--- config.mk ---
export PLATFORM = sky130hd
export DESIGN_NAME = vtg_top
export DESIGN_NICKNAME = d
export VERILOG_FILES = /design/src/rtl/vtg_pkg.sv /design/src/rtl/vtg_clkdiv.sv /design/src/rtl/vtg_axis.sv /design/src/rtl/vtg_top.sv
export SDC_FILE = /design/constraint.sdc
export NUM_CORES = 1
export LEC_CHECK = 0
export ABC_AREA = 1
export ABC_CLOCK_PERIOD_IN_PS = 7450
export BUFFER_PORTS_ARGS = -buffer_cell sky130_fd_sc_hd__buf_2
export CAP_MARGIN = 15
export CORE_MARGIN = 5
export CORE_UTILIZATION = 24
export DETAILED_ROUTE_END_ITERATION = 16
export PLACE_DENSITY = 0.45
export SYNTH_ARGS = -nofsm -noshare
export SYNTH_HDL_FRONTEND = slang
export SYNTH_SLANG_ARGS = --single-unit
export TNS_END_PERCENT = 50
--- constraint.sdc ---
create_clock -name clk -period 7.45 [get_ports clk]
set_input_delay 1.49 -clock clk [delete_from_list [all_inputs] [get_ports clk]]
set_output_delay 1.49 -clock clk [all_outputs]
set_load 0.05 [all_outputs]
--- src/rtl/vtg_pkg.sv ---
package vtg_pkg;

    typedef enum logic [1:0] {
        SEG_SYNC  = 2'd0,
        SEG_BACK  = 2'd1,
        SEG_ACT   = 2'd2,
        SEG_FRONT = 2'd3
    } seg_e;

    // Segment succession within a line or a frame.
    function automatic seg_e seg_after(input seg_e s);
        case (s)
            SEG_SYNC: return SEG_BACK;
            SEG_BACK: return SEG_ACT;
            SEG_ACT:  return SEG_FRONT;
            default:  return SEG_SYNC;
        endcase
    endfunction

endpackage

--- src/rtl/vtg_clkdiv.sv ---
module vtg_clkdiv #(
    parameter int W = 8
) (
    input  logic         clk,
    input  logic         rst,
    input  logic         run,
    input  logic [W-1:0] div_m1,
    output logic         tick
);
    localparam logic [W-1:0] ALL1 = {W{1'b1}};
    localparam logic [W-1:0] SAT  = ALL1 - 1'b1;

    logic [W-1:0] lim;
    logic [W-1:0] dcnt;

    assign lim  = (div_m1 == ALL1) ? SAT : div_m1;
    assign tick = run && (dcnt == lim);

    always_ff @(posedge clk) begin
        if (rst || !run || tick) dcnt <= '0;
        else                     dcnt <= dcnt + 1'b1;
    end

    assert_tick_restart_R4: assert property (@(posedge clk) disable iff (rst)
        tick |=> (dcnt == '0));

endmodule

--- src/rtl/vtg_axis.sv ---
module vtg_axis
    import vtg_pkg::*;
#(
    parameter int W = 12
) (
    input  logic         clk,
    input  logic         rst,
    input  logic         step,
    input  logic [W-1:0] sw_m1,
    input  logic [W-1:0] bp_m1,
    input  logic [W-1:0] act_m1,
    input  logic [W-1:0] fp_m1,
    output seg_e         seg,
    output logic [W-1:0] cnt,
    output logic         wrap,
    output seg_e         nxt_seg,
    output logic [W-1:0] nxt_cnt
);
    logic [W-1:0] len;
    logic         at_end;

    always_comb begin
        case (seg)
            SEG_SYNC: len = sw_m1;
            SEG_BACK: len = bp_m1;
            SEG_ACT:  len = act_m1;
            default:  len = fp_m1;
        endcase
    end

    assign at_end = (cnt == len);
    assign wrap   = step && at_end && (seg == SEG_FRONT);

    always_comb begin
        nxt_seg = seg;
        nxt_cnt = cnt;
        if (step) begin
            if (at_end) begin
                nxt_seg = seg_after(seg);
                nxt_cnt = '0;
            end else begin
                nxt_cnt = cnt + 1'b1;
            end
        end
    end

    always_ff @(posedge clk) begin
        if (rst) begin
            seg <= SEG_SYNC;
            cnt <= '0;
        end else begin
            seg <= nxt_seg;
            cnt <= nxt_cnt;
        end
    end

    assert_cnt_in_seg_R1: assert property (@(posedge clk) disable iff (rst)
        cnt <= len);

    assert_seg_order_R1: assert property (@(posedge clk) disable iff (rst)
        (step && at_end) |=> (seg == seg_after($past(seg)) && cnt == '0));

endmodule

--- src/rtl/vtg_top.sv ---
module vtg_top
    import vtg_pkg::*;
#(
    parameter int HW = 12,
    parameter int VW = 11,
    parameter int DW = 8
) (
    input  logic          clk,
    input  logic          rst,
    input  logic          vid_en,
    input  logic [DW-1:0] div_m1,
    input  logic [HW-1:0] hsw_m1,
    input  logic [HW-1:0] hbp_m1,
    input  logic [HW-1:0] hact_m1,
    input  logic [HW-1:0] hfp_m1,
    input  logic [VW-1:0] vsw_m1,
    input  logic [VW-1:0] vbp_m1,
    input  logic [VW-1:0] vact_m1,
    input  logic [VW-1:0] vfp_m1,
    input  logic [VW-1:0] line_thr,
    input  logic          irq_glb_en,
    input  logic          irq_frm_en,
    input  logic          irq_clr,
    output logic          hsync,
    output logic          vsync,
    output logic          de,
    output logic [HW-1:0] pix_x,
    output logic [VW-1:0] pix_y,
    output logic          frame_sts,
    output logic          line_hit
);
    logic          run_q;
    logic [DW-1:0] div_s;
    logic [HW-1:0] hsw_s, hbp_s, hact_s, hfp_s;
    logic [VW-1:0] vsw_s, vbp_s, vact_s, vfp_s, thr_s;

    logic          tick;
    seg_e          h_seg, h_nseg, v_seg, v_nseg;
    logic [HW-1:0] h_cnt, h_ncnt;
    logic [VW-1:0] v_cnt, v_ncnt;
    logic          h_wrap, v_wrap;
    logic          start, reload, frame_evt;

    assign start     = !run_q && vid_en;
    assign reload    = start || (v_wrap && vid_en);
    assign frame_evt = reload;

    vtg_clkdiv #(.W(DW)) u_div (
        .clk(clk), .rst(rst), .run(run_q), .div_m1(div_s), .tick(tick)
    );

    vtg_axis #(.W(HW)) u_h (
        .clk(clk), .rst(rst), .step(tick),
        .sw_m1(hsw_s), .bp_m1(hbp_s), .act_m1(hact_s), .fp_m1(hfp_s),
        .seg(h_seg), .cnt(h_cnt), .wrap(h_wrap),
        .nxt_seg(h_nseg), .nxt_cnt(h_ncnt)
    );

    vtg_axis #(.W(VW)) u_v (
        .clk(clk), .rst(rst), .step(h_wrap),
        .sw_m1(vsw_s), .bp_m1(vbp_s), .act_m1(vact_s), .fp_m1(vfp_s),
        .seg(v_seg), .cnt(v_cnt), .wrap(v_wrap),
        .nxt_seg(v_nseg), .nxt_cnt(v_ncnt)
    );

    // Shadow capture at start and at each frame boundary.
    always_ff @(posedge clk) begin
        if (rst) begin
            run_q  <= 1'b0;
            div_s  <= '0;
            hsw_s  <= '0; hbp_s <= '0; hact_s <= '0; hfp_s <= '0;
            vsw_s  <= '0; vbp_s <= '0; vact_s <= '0; vfp_s <= '0;
            thr_s  <= '0;
        end else begin
            if (start)                    run_q <= 1'b1;
            else if (v_wrap && !vid_en)   run_q <= 1'b0;
            if (reload) begin
                div_s  <= div_m1;
                hsw_s  <= hsw_m1; hbp_s <= hbp_m1; hact_s <= hact_m1; hfp_s <= hfp_m1;
                vsw_s  <= vsw_m1; vbp_s <= vbp_m1; vact_s <= vact_m1; vfp_s <= vfp_m1;
                thr_s  <= line_thr;
            end
        end
    end

    // Frame status and threshold pulse.
    always_ff @(posedge clk) begin
        if (rst) begin
            frame_sts <= 1'b0;
            line_hit  <= 1'b0;
        end else begin
            if (frame_evt && irq_glb_en && irq_frm_en) frame_sts <= 1'b1;
            else if (irq_clr)                         frame_sts <= 1'b0;
            line_hit <= h_wrap && (v_nseg == SEG_ACT) && (v_ncnt == thr_s);
        end
    end

    assign hsync = run_q && (h_seg == SEG_SYNC);
    assign vsync = run_q && (v_seg == SEG_SYNC);
    assign de    = run_q && (h_seg == SEG_ACT) && (v_seg == SEG_ACT);
    assign pix_x = (run_q && h_seg == SEG_ACT) ? h_cnt : '0;
    assign pix_y = (run_q && v_seg == SEG_ACT) ? v_cnt : '0;

    assert_de_outside_sync_R3: assert property (@(posedge clk) disable iff (rst)
        de |-> (!hsync && !vsync));

    assert_sts_sticky_R6: assert property (@(posedge clk) disable iff (rst)
        (frame_sts && !irq_clr) |=> frame_sts);

    assert_sts_at_vsync_R5: assert property (@(posedge clk) disable iff (rst)
        ($rose(vsync) && $past(irq_glb_en && irq_frm_en)) |-> frame_sts);

    assert_hit_line_start_R7: assert property (@(posedge clk) disable iff (rst)
        line_hit |-> hsync);

    assert_frame_stop_R8: assert property (@(posedge clk) disable iff (rst)
        (run_q && !v_wrap) |=> run_q);

endmodule

==> flow_summary.ini <==
[critical_path]
max_stage_delay_ps = 720
path_max_fanout = 66
cp-endpoint = vact_s[7]
r2r_cells = 18
crit_arrival_ps = 5030
worst_setup_path_start_kind = flip-flop
worst-path-buf-inv = 4
worstPathCellList = ha_1, inv_4, or2_2, nand3_1, nand2_1, nor2_1, nand2_1, nor2_2, nand2_2, nor2_4, nand2_2, o21ai_2, nand2_4, buf_4, inv_2, buf_4, nor2_1, nor2_1
crit_path_start = u_h.seg[0]
rrSetupSlack_ps = 2780
worstSetupPathType = reg2reg
end_kind = flip-flop
cp_slowest_cell = ha_1
path_delay_family = simple AND/OR/NAND/NOR gates
reg2reg_to = vact_s[7]
crit_required_ps = 7810
worst-path-stages = 18
cpMostUsedCell = nor2_1
r2r-start = u_h.seg[0]

[clock_network]
clockBufferDepth = 2
clk_pin_slew_ps = 70
ctsRootBufferMaster = clkbuf_16
cts_max_level = 4
clk_latency_ps = 430
cts_inserted_buffers = 17
cts_resized = 0
hold_buffers = 0
cts_tree = done
cts.sinks = 149
postCtsSetupRepairBufs = 0

[worst_hold_path]
holdCritPathClass = reg2reg

[place]
place_hpwl_um = 20790
io_buffers = 144
place.gp.congestion = 0.8577
place_inst = 1774

[timing]
slew_viol_final = 0
fmax_mhz = 213.9
finalHoldViolCount = 0
skew_ps = 18.47
worst_pin_slew_ps = 820.2
finalCriticalPeriod_ps = 4674
fin_crit_sh_pct = 62.74
finalSetupTns_ps = 0
rsz0062_at_grt = false
max-slew-margin-rel_pct = 45.32
hold_ws_ps = 462.7
setup_viol = 0

[global_routing]
use_met2_pct = 24.01
grt.met1_usage_pct = 20.62
antenna_found_initial = 0
grt_pass1_wl_um = 42830
grt-ovfl-total = 0
grt_use_total_pct = 14.88
top_usage_layer = met2
gr-usage-met3_pct = 2.872
grt_max_degree = 81
grt_pass1_vias = 7755

[detailed_routing]
drt-initial-drc-count = 516
drc_errors = 0
routedWlPerCell_um = 15.16
vias_per_cell = 4.433
routed_wl_um = 27370
drtPass1Iterations = 7
vias = 8006
ant_nets = 0

[logic_synthesis]
ys_seq_area_share_pct = 37.69
synth_warnings = 0
ys_types = 36
synth_area_um2 = 7914
ys_seq_elements = 149
syn_inst = 1240
avgSynthCellArea_um2 = 6.382
syn_nets = 1370

[outcome]
status = completed

[finish]
fin_nets = 1481
final_cell_mix = nand2_1 (294), nor2_1 (278), dfxtp_1 (149), buf_2 (144), nand3_1 (114)
final_common_cell = nand2_1
areaGrowthSynthToFinish_pct = 19.87
final_cells = 1806
drive_gt1_share_pct = 14.74
num_antenna_cells = 0

[power_and_ir_drop]
cellLeakagePower_nw = 4.231
vdd_drop_max_mv = 0.1571
power_density_nw_per_um2 = 210.7

[run]
max_cap_violations = 0

[die]
dieArea_um2 = 36710
rows = 66
die_h_um = 191.6
die_w_um = 191.6
start_util_pct = 24.32
io_pins = 145
core_um2 = 32540
==> synthesized netlist by cell type <==
library cell,number,area [µm²]
inv_1,82,307.8
nor2_4,1,11.26
nor3_1,11,55.05
buf_6,8,90.09
o21ai_2,1,8.760
nor2_1,278,1044
xor2_1,12,105.1
o2111a_1,1,11.26
o21a_1,1,7.510
nor3b_1,2,15.01
nand3_1,114,570.6
clkbuf_1,26,97.59
nand2_2,3,18.77
o21ai_1,14,70.07
or2_2,9,56.30
or2_1,10,62.56
buf_2,14,70.07
nand3b_1,1,7.510
clkinv_1,1,3.750
nand4_1,23,143.9
buf_4,7,52.55
inv_4,1,6.260
and3_1,1,6.260
ha_1,13,162.7
nor4_1,4,25.02
nor4_2,1,12.51
dfxtp_1,149,2983
o21ai_0,107,535.5
inv_2,2,7.510
nand2_1,294,1104
or2_0,1,6.260
a21oi_1,39,195.2
o211ai_1,2,15.01
clkbuf_2,1,5.000
nor2_2,3,18.77
a211oi_1,3,22.52
==> where the power goes <==
part,total (mW),switching (mW),internal [mW]
Combinational,0.249,0.158,0.0911
Sequential,0.881,0.0344,0.846
Clock,0.869,0.373,0.497
==> state kept, by name (all words and copies together) (netlist names), 8 cells and up <==
signal and cells:
hact_s 12, hbp_s 12, u_v.cnt 11, hsw_s 12, vbp_s 11, u_div.dcnt 8, hfp_s 12, u_h.cnt 12
thr_s 11, vfp_s 11, vsw_s 11, div_s 8, vact_s 11
==> per-layer routing <==
layer	up-vias	part of all wire (%)	wire length (µm)
met5	-	0	0
met4	0	1.4	382
met3	22	4.6	1257
met2	189	45	12240
met1	3588	49	13490
li1	4207	-	-
==> worst min-delay path by stage <==
stage               slack, ps      start  cells after the start   endpoint
floorplan                 430  hfp_s[10]                      2  hfp_s[10]
global placement          460   thr_s[9]                      2   thr_s[9]
detailed placement        460  frame_sts                      2  frame_sts
CTS                       470  frame_sts                      2  frame_sts
global route              490  frame_sts                      2  frame_sts
finish                    460  frame_sts                      2  frame_sts
==> tightest hold or removal path: stages (launching register included) <==
cell     delay [ps]
dfxtp_1         310
nand2_1          60
a21oi_1          50
==> cell families after synthesis <==
group | synth area share (%)
AND/OR/NAND/NOR | 39.89
buffers and inverters | 8.095
flip-flops | 37.69
AO/OA/AOI/OAI | 10.94
XOR/XNOR | 1.328
adder cells (fa/ha/maj) | 2.055
==> layout make-up <==
class	instances	area, µm²
Clock inverter	14	150.1
Sequential cell	149	2983
Tap cell	442	553.0
Clock buffer	18	429.2
Timing Repair Buffer	148	750.7
Fill cell	3720	23050
Multi-Input combinational cell	949	4295
Inverter	86	325.3
==> per-stage QoR <==
stage	util, %	total power, mW	cell area, µm²	setup slack (ps)
final	29.16	1.999	9487	2776
after global routing	29.16	2.100	9487	2189
after CTS	29.16	2.027	9487	2649
after detailed placement	27.38	1.150	8907	2692
after global placement	27.38	1.147	8907	2809
after floorplan	-	1.059	7914	4196
Power figures use the tool's default switching activity.
